File: src/rtl/irq_prio_pkg.sv
package irq_prio_pkg;

   localparam int unsigned NUM_LVL = 8;
   localparam int unsigned LVL_W   = $clog2(NUM_LVL);
   localparam int unsigned REG_W   = 8;
   localparam int unsigned ADR_W   = 2;

   typedef logic [LVL_W-1:0] lvl_t;

   localparam logic [ADR_W-1:0] ADR_PEND = 2'd0;
   localparam logic [ADR_W-1:0] ADR_MASK = 2'd1;
   localparam logic [ADR_W-1:0] ADR_MODE = 2'd2;
   localparam logic [ADR_W-1:0] ADR_PRIO = 2'd3;

   typedef struct packed {
      lvl_t fast_lvl;
      logic fast_en;
      logic glb_en;
   } mode_t;

   localparam int unsigned MODE_W = $bits(mode_t);

   typedef enum logic [1:0] {GRP_A = 2'd0, GRP_B = 2'd1, GRP_C = 2'd2} grp_e;

   typedef struct packed {
      logic any;
      lvl_t lvl;
   } cand_t;

endpackage

File: src/rtl/irq_cfg_regs.sv
module irq_cfg_regs
   import irq_prio_pkg::*;
#(
   parameter int unsigned DW = REG_W,
   parameter int unsigned AW = ADR_W
) (
   input  logic          clk,
   input  logic          rst_n,
   input  logic          we,
   input  logic [AW-1:0] addr,
   input  logic [DW-1:0] wdata,
   input  logic [DW-1:0] pend,
   output logic [DW-1:0] rdata,
   output logic [DW-1:0] mask,
   output mode_t         mode,
   output logic [DW-1:0] prio
);

   localparam int unsigned PAD_W = DW - MODE_W;

   generate
      if (DW != REG_W) begin : g_bad_dw
         $error("irq_cfg_regs: DW must equal REG_W");
      end
      if (AW != ADR_W) begin : g_bad_aw
         $error("irq_cfg_regs: AW must equal ADR_W");
      end
   endgenerate

   logic wr_mask, wr_mode, wr_prio;

   assign wr_mask = we && (addr == ADR_MASK);
   assign wr_mode = we && (addr == ADR_MODE);
   assign wr_prio = we && (addr == ADR_PRIO);

   always_ff @(posedge clk or negedge rst_n) begin
      if (!rst_n) begin
         mask <= '0;
         mode <= '0;
         prio <= '0;
      end else begin
         if (wr_mask) mask <= wdata;
         if (wr_mode) mode <= mode_t'(wdata[MODE_W-1:0]);
         if (wr_prio) prio <= wdata;
      end
   end

   always_comb begin
      unique case (addr)
         ADR_PEND: rdata = pend;
         ADR_MASK: rdata = mask;
         ADR_MODE: rdata = {{PAD_W{1'b0}}, mode};
         default:  rdata = prio;
      endcase
   end

   AST_MODE_PAD_ZERO: assert property (@(posedge clk) disable iff (!rst_n)
      (addr == ADR_MODE) |-> (rdata[DW-1:MODE_W] == '0));

   AST_MASK_WRITE: assert property (@(posedge clk) disable iff (!rst_n)
      wr_mask |=> (mask == $past(wdata)));

endmodule

File: src/rtl/irq_pend_reg.sv
module irq_pend_reg #(
   parameter int unsigned NL = irq_prio_pkg::NUM_LVL
) (
   input  logic          clk,
   input  logic          rst_n,
   input  logic [NL-1:0] set_i,
   input  logic [NL-1:0] clr_i,
   output logic [NL-1:0] pend_o
);

   generate
      if (NL < 1) begin : g_bad_nl
         $error("irq_pend_reg: NL must be at least 1");
      end
   endgenerate

   for (genvar i = 0; i < NL; i++) begin : g_bit
      always_ff @(posedge clk or negedge rst_n) begin
         if (!rst_n)        pend_o[i] <= 1'b0;
         else if (set_i[i]) pend_o[i] <= 1'b1;
         else if (clr_i[i]) pend_o[i] <= 1'b0;
      end

      AST_SET_STICKS: assert property (@(posedge clk) disable iff (!rst_n)
         set_i[i] |=> pend_o[i]);

      AST_CLR_DROPS: assert property (@(posedge clk) disable iff (!rst_n)
         (clr_i[i] && !set_i[i]) |=> !pend_o[i]);

      AST_HOLD_IDLE: assert property (@(posedge clk) disable iff (!rst_n)
         (!set_i[i] && !clr_i[i]) |=> $stable(pend_o[i]));
   end

endmodule

File: src/rtl/irq_pick_tree.sv
module irq_pick_tree
   import irq_prio_pkg::*;
#(
   parameter int unsigned NL = NUM_LVL,
   parameter int unsigned PW = REG_W
) (
   input  logic [NL-1:0] elig,
   input  logic [PW-1:0] prio,
   input  mode_t         mode,
   output logic          any,
   output lvl_t          win,
   output logic          fast_hit
);

   generate
      if (NL != 8) begin : g_bad_nl
         $error("irq_pick_tree: the group tree is built for eight levels");
      end
      if (PW != 8) begin : g_bad_pw
         $error("irq_pick_tree: priority register must be eight bits");
      end
   endgenerate

   // a pair: 'second' is preferred when sel is set
   function automatic cand_t pick2(input cand_t first, input cand_t second, input logic sel);
      cand_t r;
      r.any = first.any | second.any;
      if (sel) r.lvl = second.any ? second.lvl : first.lvl;
      else     r.lvl = first.any  ? first.lvl  : second.lvl;
      return r;
   endfunction

   function automatic cand_t leaf(input logic e, input int unsigned n);
      cand_t r;
      r.any = e;
      r.lvl = lvl_t'(n);
      return r;
   endfunction

   cand_t c_a, c_b, c_c, c_b_pair, c_c_pair, c_tree;
   grp_e  ord [3];

   assign c_a      = pick2(leaf(elig[0], 0), leaf(elig[1], 1), prio[0]);
   assign c_b_pair = pick2(leaf(elig[3], 3), leaf(elig[4], 4), prio[3]);
   assign c_b      = pick2(leaf(elig[2], 2), c_b_pair, prio[2]);
   assign c_c_pair = pick2(leaf(elig[6], 6), leaf(elig[7], 7), prio[6]);
   assign c_c      = pick2(leaf(elig[5], 5), c_c_pair, prio[5]);

   // group order, highest first
   always_comb begin
      unique case ({prio[7], prio[4], prio[1]})
         3'b001:  begin ord[0] = GRP_B; ord[1] = GRP_C; ord[2] = GRP_A; end
         3'b010:  begin ord[0] = GRP_A; ord[1] = GRP_B; ord[2] = GRP_C; end
         3'b011:  begin ord[0] = GRP_B; ord[1] = GRP_A; ord[2] = GRP_C; end
         3'b100:  begin ord[0] = GRP_C; ord[1] = GRP_A; ord[2] = GRP_B; end
         3'b110:  begin ord[0] = GRP_A; ord[1] = GRP_C; ord[2] = GRP_B; end
         default: begin ord[0] = GRP_C; ord[1] = GRP_B; ord[2] = GRP_A; end
      endcase
   end

   function automatic cand_t grp_cand(input grp_e g, input cand_t a, input cand_t b, input cand_t c);
      unique case (g)
         GRP_A:   return a;
         GRP_B:   return b;
         default: return c;
      endcase
   endfunction

   always_comb begin
      c_tree = '0;
      for (int k = 2; k >= 0; k--) begin
         if (grp_cand(ord[k], c_a, c_b, c_c).any)
            c_tree = grp_cand(ord[k], c_a, c_b, c_c);
      end
   end

   assign fast_hit = mode.fast_en && elig[mode.fast_lvl];
   assign any      = |elig;
   assign win      = fast_hit ? mode.fast_lvl : (any ? c_tree.lvl : '0);

endmodule

File: src/rtl/irq_group_prio.sv
module irq_group_prio
   import irq_prio_pkg::*;
#(
   parameter int unsigned LEVELS = NUM_LVL,
   parameter int unsigned DATA_W = REG_W,
   parameter int unsigned ADDR_W = ADR_W,
   localparam int unsigned LW    = $clog2(LEVELS)
) (
   input  logic              clk,
   input  logic              rst_n,
   input  logic              cfg_we,
   input  logic [ADDR_W-1:0] cfg_addr,
   input  logic [DATA_W-1:0] cfg_wdata,
   output logic [DATA_W-1:0] cfg_rdata,
   input  logic [LEVELS-1:0] irq_req,
   input  logic              irq_ack,
   input  logic              fast_ret,
   output logic              irq_out,
   output logic [LW-1:0]     irq_level,
   output logic              fast_hit,
   output logic              fast_svc
);

   generate
      if (LEVELS != DATA_W) begin : g_bad_width
         $error("irq_group_prio: one register bit per level is required");
      end
      if (LW != LVL_W) begin : g_bad_lw
         $error("irq_group_prio: level width mismatch");
      end
   endgenerate

   logic [LEVELS-1:0] pend, clr, elig;
   logic [DATA_W-1:0] mask, prio;
   mode_t             mode;

   irq_cfg_regs #(.DW(DATA_W), .AW(ADDR_W)) u_regs (
      .clk   (clk),
      .rst_n (rst_n),
      .we    (cfg_we),
      .addr  (cfg_addr),
      .wdata (cfg_wdata),
      .pend  (pend),
      .rdata (cfg_rdata),
      .mask  (mask),
      .mode  (mode),
      .prio  (prio)
   );

   irq_pend_reg #(.NL(LEVELS)) u_pend (
      .clk    (clk),
      .rst_n  (rst_n),
      .set_i  (irq_req),
      .clr_i  (clr),
      .pend_o (pend)
   );

   assign elig = pend & mask & {LEVELS{mode.glb_en}};

   irq_pick_tree #(.NL(LEVELS), .PW(DATA_W)) u_tree (
      .elig     (elig),
      .prio     (prio),
      .mode     (mode),
      .any      (irq_out),
      .win      (irq_level),
      .fast_hit (fast_hit)
   );

   for (genvar i = 0; i < LEVELS; i++) begin : g_clr
      assign clr[i] = irq_ack && irq_out && (irq_level == LW'(i));
   end

   always_ff @(posedge clk or negedge rst_n) begin
      if (!rst_n)                   fast_svc <= 1'b0;
      else if (irq_ack && fast_hit) fast_svc <= 1'b1;
      else if (fast_ret)            fast_svc <= 1'b0;
   end

   AST_GIE_GATES: assert property (@(posedge clk) disable iff (!rst_n)
      !mode.glb_en |-> !irq_out);

   AST_WIN_ELIGIBLE: assert property (@(posedge clk) disable iff (!rst_n)
      irq_out |-> (pend[irq_level] && mask[irq_level]));

   AST_FAST_LEVEL: assert property (@(posedge clk) disable iff (!rst_n)
      fast_hit |-> (irq_out && irq_level == mode.fast_lvl));

   AST_ONE_CLEAR: assert property (@(posedge clk) disable iff (!rst_n)
      $onehot0(clr));

   AST_FAST_SVC_SET: assert property (@(posedge clk) disable iff (!rst_n)
      (irq_ack && fast_hit) |=> fast_svc);

   AST_FAST_SVC_RET: assert property (@(posedge clk) disable iff (!rst_n)
      (fast_ret && !(irq_ack && fast_hit)) |=> !fast_svc);

endmodule

File: config.mk
export PLATFORM = sky130hd
export DESIGN_NAME = irq_group_prio
export DESIGN_NICKNAME = d
export VERILOG_FILES = /design/src/rtl/irq_prio_pkg.sv /design/src/rtl/irq_cfg_regs.sv /design/src/rtl/irq_pend_reg.sv /design/src/rtl/irq_pick_tree.sv /design/src/rtl/irq_group_prio.sv
export SDC_FILE = /design/constraint.sdc
export NUM_CORES = 1
export LEC_CHECK = 0
export BUFFER_PORTS_ARGS = -buffer_cell sky130_fd_sc_hd__buf_4
export CAP_MARGIN = 40
export CORE_MARGIN = 3
export CORE_UTILIZATION = 36
export CTS_BUF_LIST = sky130_fd_sc_hd__clkbuf_8
export DETAILED_ROUTE_END_ITERATION = 10
export PLACE_DENSITY = 0.67
export SLEW_MARGIN = 5
export SYNTH_ARGS = -nofsm -noshare
export SYNTH_HDL_FRONTEND = slang
export SYNTH_SLANG_ARGS = --single-unit
File: constraint.sdc
create_clock -name clk -period 5.48 [get_ports clk]
set_input_delay 0.822 -clock clk [delete_from_list [all_inputs] [get_ports clk]]
set_output_delay 0.822 -clock clk [all_outputs]
set_load 0.01 [all_outputs]
==> results of run 1 <==
[synthesized netlist by cell type, types with 3 or more instances]
cell type / instances / share of area
a21oi_1: 4 / 0.0090
a31o_2: 3 / 0.012
a31oi_1: 9 / 0.025
a41oi_1: 9 / 0.035
clkbuf_1: 10 / 0.017
dfrtp_1: 30 / 0.34
inv_1: 15 / 0.025
mux2_2: 23 / 0.12
mux2i_1: 4 / 0.018
mux4_2: 7 / 0.071
nand2_1: 18 / 0.030
nand2b_1: 4 / 0.011
nand3_1: 12 / 0.027
nand3b_1: 4 / 0.013
nor2_1: 19 / 0.032
nor3_1: 4 / 0.0090
o211ai_1: 5 / 0.017
o21ai_0: 11 / 0.025
o22ai_1: 3 / 0.0084
[registers in the layout (all words and copies together), names as in the netlist]
register,flops
fast_svc,1
u_pend.pend_o,8
u_regs.mask,8
u_regs.mode,5
u_regs.prio,8
[how the worst max path moves through the flow]
stage | start | to | slack (ns) | cells past startpoint
finish | u_pend.pend_o[3] | irq_level[2] | 1.54 | 8
global route | u_pend.pend_o[5] | irq_level[0] | 1.28 | 7
CTS | u_pend.pend_o[5] | irq_level[0] | 1.60 | 7
detailed placement | u_regs.mask[5] | irq_level[0] | 1.91 | 7
global placement | u_pend.pend_o[3] | irq_level[2] | 1.98 | 8
floorplan | u_regs.mask[5] | irq_level[2] | 2.39 | 7
[cell type report]
class | instances | area, um2 | area share
timing repair buffer | 36 | 270 | 0.102
clock inverter | 2 | 7.51 | 0.00284
clock buffer | 5 | 68.8 | 0.0261
multi-input combinational | 177 | 1390 | 0.526
tap | 75 | 93.8 | 0.0356
inverter | 16 | 60.1 | 0.0228
sequential | 30 | 751 | 0.284
[power by group through the flow]
stage	Clock (uW)	Combinational, uW	Sequential (uW)
3_3_place_gp	0	391	335
2_1_floorplan	0	298	295
6_report	160	398	336
3_5_place_dp	0	392	337
5_1_grt	178	433	346
4_1_cts	166	394	333
[per-layer routing]
metal  track usage  up-vias  routed length, um  share of wire
met5             0        -                  0              0
met4        0.0691        0                133          0.021
met3        0.0282       11                318          0.050
met2         0.286       78               3130           0.49
met1         0.265     1044               2790           0.44
li1              -      980                  -              -
[metrics by stage]
stage	area (um2)	total power [uW]	util	cells	hold WS, ns
2_1_floorplan	2240	593	-	233	0.511
3_3_place_gp	2560	727	0.430	334	0.520
3_5_place_dp	2560	729	0.430	334	0.519
4_1_cts	2640	893	0.443	341	0.471
5_1_grt	2640	958	0.443	341	0.485
6_report	2640	893	0.443	341	0.466
[cells by family (layout without fill, tap and decap cells)]
family | count (synthesis) | count (layout) | share of synthesized area
muxes | 34 | 34 | 0.204
AOI/OAI and AO/OA | 71 | 71 | 0.258
buffers and inverters | 26 | 59 | 0.0436
and+or+nand+nor | 72 | 72 | 0.158
DFF | 30 | 30 | 0.336
==> impl_summary.log, run 1 <==
INFO  metric outcome = complete, no violations
INFO  metric synth.yosys.seq_area_share = 0.336
INFO  metric timing.critical_path.slowest_cell_delay = 0.93 ns
INFO  metric r2r_cells = 8
INFO  metric synth_ff_type = dfrtp_1
INFO  metric route.vias.total = roughly 2100
INFO  metric worst_pin_slew = about 1.0 ns
INFO  metric critical-path-top-delay-family = compound AO/OA/AOI/OAI gates
INFO  metric dr.pass1.iters = 5
INFO  metric number_of_buffers_inserted_for_hold_repair_after_clock_tree_synthesis = 0
INFO  metric cts_num_sinks = 30
INFO  metric max-vdd-ir-drop = between 0.15 and 0.2 mV
INFO  metric clock_latency = roughly 0.28 ns
INFO  metric portBuffers = 36
INFO  metric area_of_the_die = a little over 7000 um2
INFO  metric maxSlewViolCount = 0
INFO  metric count_of_antenna_violating_nets_left_after_detailed_routing = 0
INFO  metric most_frequent_cells_in_the_layout = buf_4 (36), dfrtp_1 (30), mux2_2 (23)
INFO  metric ys.warnings.count = 0
INFO  metric syn_inst = ~230
INFO  metric synth_async_sr_flop_share = 1.00
INFO  metric place_congestion = 0.939
INFO  metric clock_path_buffers = 2
INFO  metric placement_rows = 28
INFO  metric cp-end-kind = output pin
INFO  metric seq_power_share = 0.376
INFO  metric initial_utilization = 0.375
INFO  metric postcts_setup_bufs = 0
INFO  metric globalRoute.totalOverflow = 0
INFO  metric worst_setup_hold_path_clk_slew = roughly 0.060 ns
INFO  metric fin_crit = around 4 ns
INFO  metric r2r_start = u_pend.pend_o[3]
INFO  metric chipWidth = roughly 85 um
INFO  metric die_h = between 80 and 90 um
INFO  metric post-route-period-util = 0.720
INFO  metric number_of_antenna_violations_at_the_first_check_in_global_routing = 0
INFO  metric min-delay-path-class = in -> async
INFO  metric track_usage = 0.186
INFO  metric finish.net_count = 289
INFO  metric final_common_cell = buf_4
INFO  metric first_global_vias = approximately 2000
INFO  metric htree_num_levels = 2
INFO  metric number_of_register_bits_inferred_by_synthesis = 30
INFO  metric synth_fp_nets = around 260
INFO  metric floorplan.core_area = roughly 6000 um2
INFO  metric max-slew-margin-rel = 0.306
INFO  metric intPower = roughly 530 uW
INFO  metric critical_path.n_buffers_inverters = 2
INFO  metric totalNegativeSetupSlack = 0 ns
INFO  metric power.density_cell_area = 338 nW/um2
INFO  metric tritoncts = built
INFO  metric synth_area_per_cell = roughly 9.6 um2
INFO  metric wirelength = between 6000 and 7000 um
INFO  metric fillers = a little under 600
INFO  metric cts_inserted_buffers = 5
INFO  metric layout-area-overhead-vs-synth = 18.0%
INFO  metric clock_share_of_power = 0.179
INFO  metric crit_fanout = 8
INFO  metric post_cts_resize_count = 0
INFO  metric total_leakage_power = ~0.0011 uW
INFO  metric synth_cell_type_count = 47
INFO  metric worst_slack = approximately 1.5 ns
INFO  metric routed_wire_length_per_instance = approximately 19 um
INFO  metric detailed_place_hpwl = about 4800 um
INFO  metric finalHoldViolations = 0
INFO  metric p_switching = roughly 370 uW
INFO  metric first_iter_violations = between 150 and 200
INFO  metric timing_worst_setup_path_type = reg -> out
INFO  metric worst_path_max_delay_cell = a222oi_1
INFO  metric achievable_freq = 0.254 GHz
INFO  metric timing.clock.skew = between 0.006 and 0.007 ns
INFO  metric r2r_slack = about 2.5 ns
INFO  metric end_of_the_worst_register_to_register_path = u_pend.pend_o[5]
INFO  metric share_comb_of_total_power = 0.445
INFO  metric detailedPlace.worstSlack = approximately 1.9 ns
INFO  metric synth_enable_flop_cells = 0
INFO  metric grt_pass1_wl = 10600 um
INFO  metric report.final.setup_viol = 0
INFO  metric drcViolationCount = 0
INFO  metric detail_route.vias_per_cell = slightly above 6
INFO  metric worst-endpoint-required = about 4.7 ns
INFO  metric rsz0062_at_grt = no
INFO  metric insertedDiodeCount = 0
INFO  metric clock-root-buffer = clkbuf_8
INFO  metric maxCapViolCount = 0
INFO  metric largest_net_degree_at_the_start_of_global_routing = 31
INFO  metric num_io_pins = 37
INFO  metric worstPathArrival = roughly 3.1 ns
INFO  metric cell_area_synth = 2240 um2
INFO  metric final_layout_size_suffix_gt1_frac = 0.320
INFO  metric switching_share = 0.410
INFO  metric crit_path_cell_trace = a222oi_1 -> nand3_1 -> a31o_2 -> a31oi_1 -> nor3_1 -> o41a_2 -> inv_1 -> buf_4
INFO  metric cp-start-kind = register
(Power assumes the default switching activity.)
==> run 2, diff against run 1 <==
PLACE_DENSITY = 0.69   (was 0.67)
clock period = 3.4 ns   (was 5.48 ns; I/O delays follow)
==> run 2 against run 1 <==
Design area increased by 2.4%. Wire length shrank 1.9%. Non-clock buffer count rose by 5. Critical path type unchanged.
==> impl_summary.log, run 2 (same netlist as run 1, synthesis figures left out) <==
INFO  metric outcome = complete, no violations
INFO  metric total_routed_wire_length_on_the_met1_layer = 2740 um
INFO  metric route.vias.total = 2136
INFO  metric min-delay-path-class = in -> async
INFO  metric route.met3.wl = between 200 and 300 um
INFO  metric placement.cell_area = between 2000 and 3000 um2
INFO  metric placement_rows = 28
INFO  metric insertedDiodeCount = 0
INFO  metric most_frequent_cells_in_the_layout = buf_4 (41), dfrtp_1 (27), mux2_2 (23)
INFO  metric layout.cell_area.non_filler = ~2700 um2
INFO  metric achievable_freq = 0.301 GHz
INFO  metric max-slew-margin-rel = 0.660
INFO  metric maxSlewViolCount = 0
INFO  metric initial_utilization = 0.375
INFO  metric worstPathArrival = approximately 2.8 ns
INFO  metric track_usage = 0.182
INFO  metric cts_num_sinks = 30
INFO  metric rsz0062_at_grt = yes
INFO  metric cp-start-kind = register
INFO  metric floorplan.core_area = roughly 6000 um2
INFO  metric clock-root-buffer = clkbuf_8
INFO  metric finalHoldViolations = 0
INFO  metric first_iter_violations = 209
INFO  metric detailed_place_hpwl = about 4700 um
INFO  metric globalRoute.totalOverflow = 0
INFO  metric number_of_antenna_violations_at_the_first_check_in_global_routing = 0
INFO  metric crit_path_cell_trace = a222oi_1 -> buf_4 -> or3_2 -> a31o_2 -> a31oi_1 -> nor3_1 -> o41a_2 -> inv_1 -> buf_4
INFO  metric layout-area-overhead-vs-synth = 20.8%
INFO  metric worst_setup_hold_path_clk_slew = 0.07 ns
INFO  metric tritoncts = built
INFO  metric clock_path_buffers = 2
INFO  metric fillers = approximately 600
INFO  metric worst_pin_slew = about 0.5 ns
INFO  metric detail_route.vias_per_cell = a little over 6
INFO  metric num_io_pins = 37
INFO  metric worst_path_most_repeated_cell = buf_4
INFO  metric final_common_cell = buf_4
INFO  metric routed_wire_length_per_instance = around 18 um
INFO  metric critical-path-top-delay-family = compound AO/OA/AOI/OAI gates
INFO  metric number_of_buffers_inserted_for_hold_repair_after_clock_tree_synthesis = 0
INFO  metric power.density_cell_area = between 500 and 600 nW/um2
INFO  metric fin_crit = 3.32 ns
INFO  metric wl_met2 = 2910 um
INFO  metric final_layout_size_suffix_gt1_frac = 0.360
INFO  metric top_regs = u_pend.pend_o: 8 flops, u_regs.mask: 8 flops, u_regs.prio: 8 flops
INFO  metric htree_num_levels = 2
INFO  metric clock_latency = between 0.2 and 0.3 ns
INFO  metric cp-end-kind = output pin
INFO  metric critical_path.n_buffers_inverters = 3
INFO  metric finish.net_count = 294
INFO  metric timing_worst_setup_path_type = reg -> out
INFO  metric portBuffers = 36
INFO  metric grt_pass1_wl = roughly 10000 um
INFO  metric crit_fanout = 9
INFO  metric chipWidth = between 80 and 90 um
INFO  metric drcViolationCount = 0
INFO  metric place_congestion = roughly 0.96
INFO  metric report.final.setup_viol = 0
INFO  metric first_global_vias = roughly 2100
INFO  metric cts_inserted_buffers = 5
INFO  metric max-vdd-ir-drop = about 0.32 mV
INFO  metric total_power = about 1500 uW
INFO  metric top_layer_used = met4
INFO  metric timing.critical_path.slowest_cell_delay = ~0.48 ns
INFO  metric die_h = between 80 and 90 um
INFO  metric total_leakage_power = between 0.001 and 0.0015 uW
INFO  metric dr.pass1.iters = 4
INFO  metric area_of_the_die = between 7000 and 8000 um2
INFO  metric wirelength = 6250 um
INFO  metric post-route-period-util = 0.976
INFO  metric maxCapViolCount = 0
INFO  metric worst-endpoint-required = 2.89 ns
INFO  metric worst_path_max_delay_cell = dfrtp_1
INFO  metric count_of_antenna_violating_nets_left_after_detailed_routing = 0
INFO  metric timing.clock.skew = slightly below 0.006 ns
INFO  metric largest_net_degree_at_the_start_of_global_routing = 31
[run 2: what timing repair did]
item | 4_1_cts | 5_1_grt
setup buffers | 0 | 0
pin swaps | 0 | 1
endpoints found under the setup margin | 1 | 2
resized for setup | 1 | 4
hold endpoints to repair | 0 | 0
[run 2: power breakdown]
group	total [uW]	switching (uW)	internal, uW	leakage, uW
clock	285	142	143	0.0000441
sequential	534	118	417	0.000330
combinational	665	350	316	0.000735
[run 2: metal layers]
layer / up-vias / track usage
li1: 991 / -
met2: 81 / 0.275
met5: - / 0
met1: 1043 / 0.244
met4: 0 / 0.114
met3: 21 / 0.0252
[run 2: path summary, 6_finish.rpt]
| kind | from | to | slack, ns | cells past startpoint |
|---|---|---|---|---|
| max reg2reg | u_pend.pend_o[5] | u_pend.pend_o[4] | 0.74 | 9 |
| min | rst_n | u_pend.pend_o[5] | 0.14 | 1 |
| max | u_pend.pend_o[5] | irq_level[2] | 0.08 | 9 |
| max in group asynchronous | rst_n | u_regs.prio[1] | 2.95 | 1 |
| min in group clk | fast_ret | fast_svc | 0.42 | 2 |
| min reg2reg | fast_svc | fast_svc | 0.54 | 2 |
[run 2: area by class of cell]
class / instances / area, um2 / area share
multi-input cells: 177 / 1400 / 0.516
flip-flops and latches: 30 / 754 / 0.279
repair buffers: 41 / 308 / 0.114
well taps: 75 / 93.8 / 0.0347
clock buffers: 5 / 68.8 / 0.0255
inverters: 16 / 60.1 / 0.0222
clock inverters: 3 / 21.3 / 0.00787
[run 2: metrics by stage]
stage | cells | setup slack [ns] | util | hold WS, ns | TNS (ns)
final | 347 | 0.0822 | 0.454 | 0.140 | 0
after global routing | 347 | -0.00248 | 0.454 | 0.164 | -0.00248
after CTS | 347 | 0.0926 | 0.452 | 0.152 | 0
after detailed placement | 339 | 0.239 | 0.437 | 0.463 | 0
after global placement | 339 | 0.302 | 0.437 | 0.455 | 0
after floorplan | 233 | 0.619 | - | 0.214 | 0
==> run 3, diff against run 2 <==
CAP_MARGIN = 20   (was 40)
SYNTH_HIERARCHICAL = 1   (was not set)
==> run 3 against run 2 <==
Sequential cell count stayed put. Global-route usage is 2.5 points lower. Utilization is 1.3 points higher. Sequential share of layout area is 0.31 points higher. Worst setup slack better by 0.049 ns. Cell count is 7.2% lower. First-iteration DRC count is 32% lower. Clock power is 22% higher. Critical path depth is 2 lower. Register-to-register slack worse by 0.27 ns. Clock skew is 0.0034 ns higher. Largest cell class unchanged. Largest power group unchanged. Highest routed layer unchanged.
==> impl_summary.log, run 3 <==
INFO  metric totalNegativeSetupSlack = 0 ns
INFO  metric tritoncts = built
INFO  metric layout-area-overhead-vs-synth = 21.0%
INFO  metric count_of_antenna_violating_nets_left_after_detailed_routing = 0
INFO  metric cell_area_synth = roughly 2200 um2
INFO  metric timing.critical_path.slowest_cell_delay = 0.55 ns
INFO  metric route.vias.total = between 1500 and 2000
INFO  metric layout.cell_area.non_filler = 2660 um2
INFO  metric cts_inserted_buffers = 5
INFO  metric postcts_setup_bufs = 0
INFO  metric routed_wire_length_per_instance = ~17 um
INFO  metric area_of_the_die = approximately 7000 um2
INFO  metric die_h = 84.2 um
INFO  metric synth_async_sr_flop_share = 1.00
INFO  metric maxSlewViolCount = 0
INFO  metric achievable_freq = 0.306 GHz
INFO  metric met1_usage = 0.211
INFO  metric stdcell_count = between 300 and 400
INFO  metric detail_route.vias_per_cell = 5.96
INFO  metric yosys-top-cells-count = dfrtp_1 (30), mux2_2 (22), nor2_1 (13)
INFO  metric power.density_cell_area = 690 nW/um2
INFO  metric timing.critical_path.from = u_regs/mode[0]
INFO  metric wirelength = approximately 5500 um
INFO  metric synth_area_per_cell = 10.4 um2
INFO  metric r2r_start = u_regs/mode[0]
INFO  metric critical_path.n_buffers_inverters = 1
INFO  metric timing_worst_setup_path_type = reg -> out
INFO  metric grt.met3_usage = 0.0265
INFO  metric synth_fp_nets = roughly 230
INFO  metric synth_area_leaders = dfrtp_1 (34%), mux2_2 (11%), mux4_1 (7.2%), mux2i_1 (5.0%), and3_1 (2.8%)
INFO  metric critical-path-top-delay-family = simple AND/OR/NAND/NOR gates
INFO  metric detailedPlace.worstSlack = 0.390 ns
INFO  metric cp-end-kind = output pin
INFO  metric first_iter_violations = 143
INFO  metric number_of_antenna_violations_at_the_first_check_in_global_routing = 0
INFO  metric max-vdd-ir-drop = between 0.4 and 0.5 mV
INFO  metric outcome = complete, no violations
INFO  metric min-delay-path-class = in -> async
INFO  metric top_regs = u_pend/pend_o: 8 flops, u_regs/mask: 8 flops, u_regs/prio: 8 flops
INFO  metric total_power = 1840 uW
INFO  metric timing.clock.skew = 0.00931 ns
INFO  metric routing_usage_on_met2 = 0.243
INFO  metric dp.cells = approximately 310
INFO  metric insertedDiodeCount = 0
INFO  metric clock_path_buffers = 2
INFO  metric worst-endpoint-required = 2.89 ns
INFO  metric clock-root-buffer = clkbuf_8
INFO  metric synthMostInstantiatedCell = dfrtp_1
INFO  metric track_usage = 0.156
INFO  metric floorplan.core_area = about 5700 um2
INFO  metric placement_rows = 27
INFO  metric worstPathArrival = approximately 2.8 ns
INFO  metric finalHoldViolations = 0
INFO  metric final_common_cell = buf_4
INFO  metric drcViolationCount = 0
INFO  metric num_io_pins = 37
INFO  metric maxCapViolCount = 0
INFO  metric finish.net_count = 272
INFO  metric cts_num_sinks = 30
INFO  metric report.final.setup_viol = 0
INFO  metric htree_num_levels = 2
INFO  metric first_global_vias = between 1500 and 2000
INFO  metric synth_largest_area_cell = dfrtp_1
INFO  metric place_congestion = around 0.95
INFO  metric synth_cell_type_count = 51
INFO  metric detailed_place_hpwl = between 4000 and 5000 um
INFO  metric total_leakage_power = about 0.0011 uW
INFO  metric synth_enable_flop_cells = 0
INFO  metric synth_top_area_frac = 0.341
INFO  metric synth.yosys.seq_area_share = 0.341
INFO  metric max-slew-margin-rel = 0.580
INFO  metric clock_latency = between 0.2 and 0.3 ns
INFO  metric most_frequent_cells_in_the_layout = buf_4 (38), dfrtp_1 (29), mux2_2 (22)
INFO  metric crit_fanout = 10
INFO  metric worst_path_max_delay_cell = or4_1
INFO  metric fin_crit = between 3 and 4 ns
INFO  metric worst_setup_hold_path_clk_slew = ~0.070 ns
INFO  metric final_layout_size_suffix_gt1_frac = 0.340
INFO  metric worst_slack = 0.131 ns
INFO  metric chipWidth = around 84 um
INFO  metric number_of_buffers_inserted_for_hold_repair_after_clock_tree_synthesis = 0
INFO  metric ys.warnings.count = 6
INFO  metric crit_path_cell_trace = and3_1 -> or4_1 -> a21boi_1 -> mux2_4 -> a221o_1 -> a32o_2 -> buf_4
INFO  metric largest_net_degree_at_the_start_of_global_routing = 31
INFO  metric placement.cell_area = 2540 um2
INFO  metric number_of_register_bits_inferred_by_synthesis = 30
INFO  metric grt_pass1_wl = between 9000 and 10000 um
INFO  metric fillers = ~520
INFO  metric syn_inst = between 200 and 250
INFO  metric globalRoute.totalOverflow = 0
INFO  metric dr.pass1.iters = 5
INFO  metric grt.busiest_layer = met2
INFO  metric rsz0062_at_grt = no
INFO  metric initial_utilization = 0.385
INFO  metric portBuffers = 36
INFO  metric synth_ff_type = dfrtp_1
INFO  metric worst_pin_slew = 0.630 ns
INFO  metric post-route-period-util = 0.961
INFO  metric cp-start-kind = register
run 3: final cells by class:
type / instances / area (um2) / share of cell area
multi-input combinational: 162 / 1380 / 0.520
tap: 72 / 90.1 / 0.0338
sequential: 30 / 752 / 0.282
clock buffer: 5 / 68.8 / 0.0258
clock inverter: 3 / 37.5 / 0.0141
inverter: 12 / 45.0 / 0.0169
timing repair buffer: 38 / 285 / 0.107
run 3: layer usage:
metal / vias to the layer above / part of all wire
met4: 0 / 0.027
met5: - / 0
met2: 85 / 0.47
met1: 924 / 0.44
met3: 18 / 0.062
li1: 892 / -
run 3: logic make-up after synthesis:
logic type / count (synthesis) / share of synthesized area
buffers and inverters: 19 / 0.0370
DFF: 30 / 0.341
muxes: 41 / 0.251
AOI/OAI and AO/OA: 51 / 0.167
and+or+nand+nor: 70 / 0.204
run 3: per-stage QoR:
step / util / hold slack, ns
after floorplan: - / 0.214
after global placement: 0.445 / 0.458
after detailed placement: 0.445 / 0.459
after CTS: 0.463 / 0.154
after global routing: 0.466 / 0.163
final: 0.466 / 0.146
run 3: worst register-to-register path: cells and delay by family (launching register included):
family / cells / cell delay (ns)
compound gates: 4 / 0.87
buf+inv: 1 / 0.05
flops: 1 / 0.46
mux: 1 / 0.31
simple gates: 4 / 1.14
run 3: repair_timing:
action,4_1_cts,5_1_grt
endpoints found under the hold margin,0,0
endpoints found under the setup margin,0,2
gates resized for setup,0,7
run 3: path summary, 6_finish.rpt:
path	cells past startpoint	slack, ns	endpoint
setup / recovery	7	0.13	irq_level[2]
hold / removal	1	0.15	u_regs/mode[4]
setup reg to reg	10	0.47	u_pend/pend_o[3]
hold reg to reg	1	0.50	u_pend/pend_o[5]
max in group asynchronous	1	2.94	u_regs/mode[0]
min in group clk	2	0.41	u_pend/pend_o[0]
run 3: report_power, final:
part	internal, uW	leakage [uW]	switching (uW)	total (uW)
combinational	458	0.000739	500	957
clock	213	0.0000607	134	347
sequential	436	0.000334	98.5	534
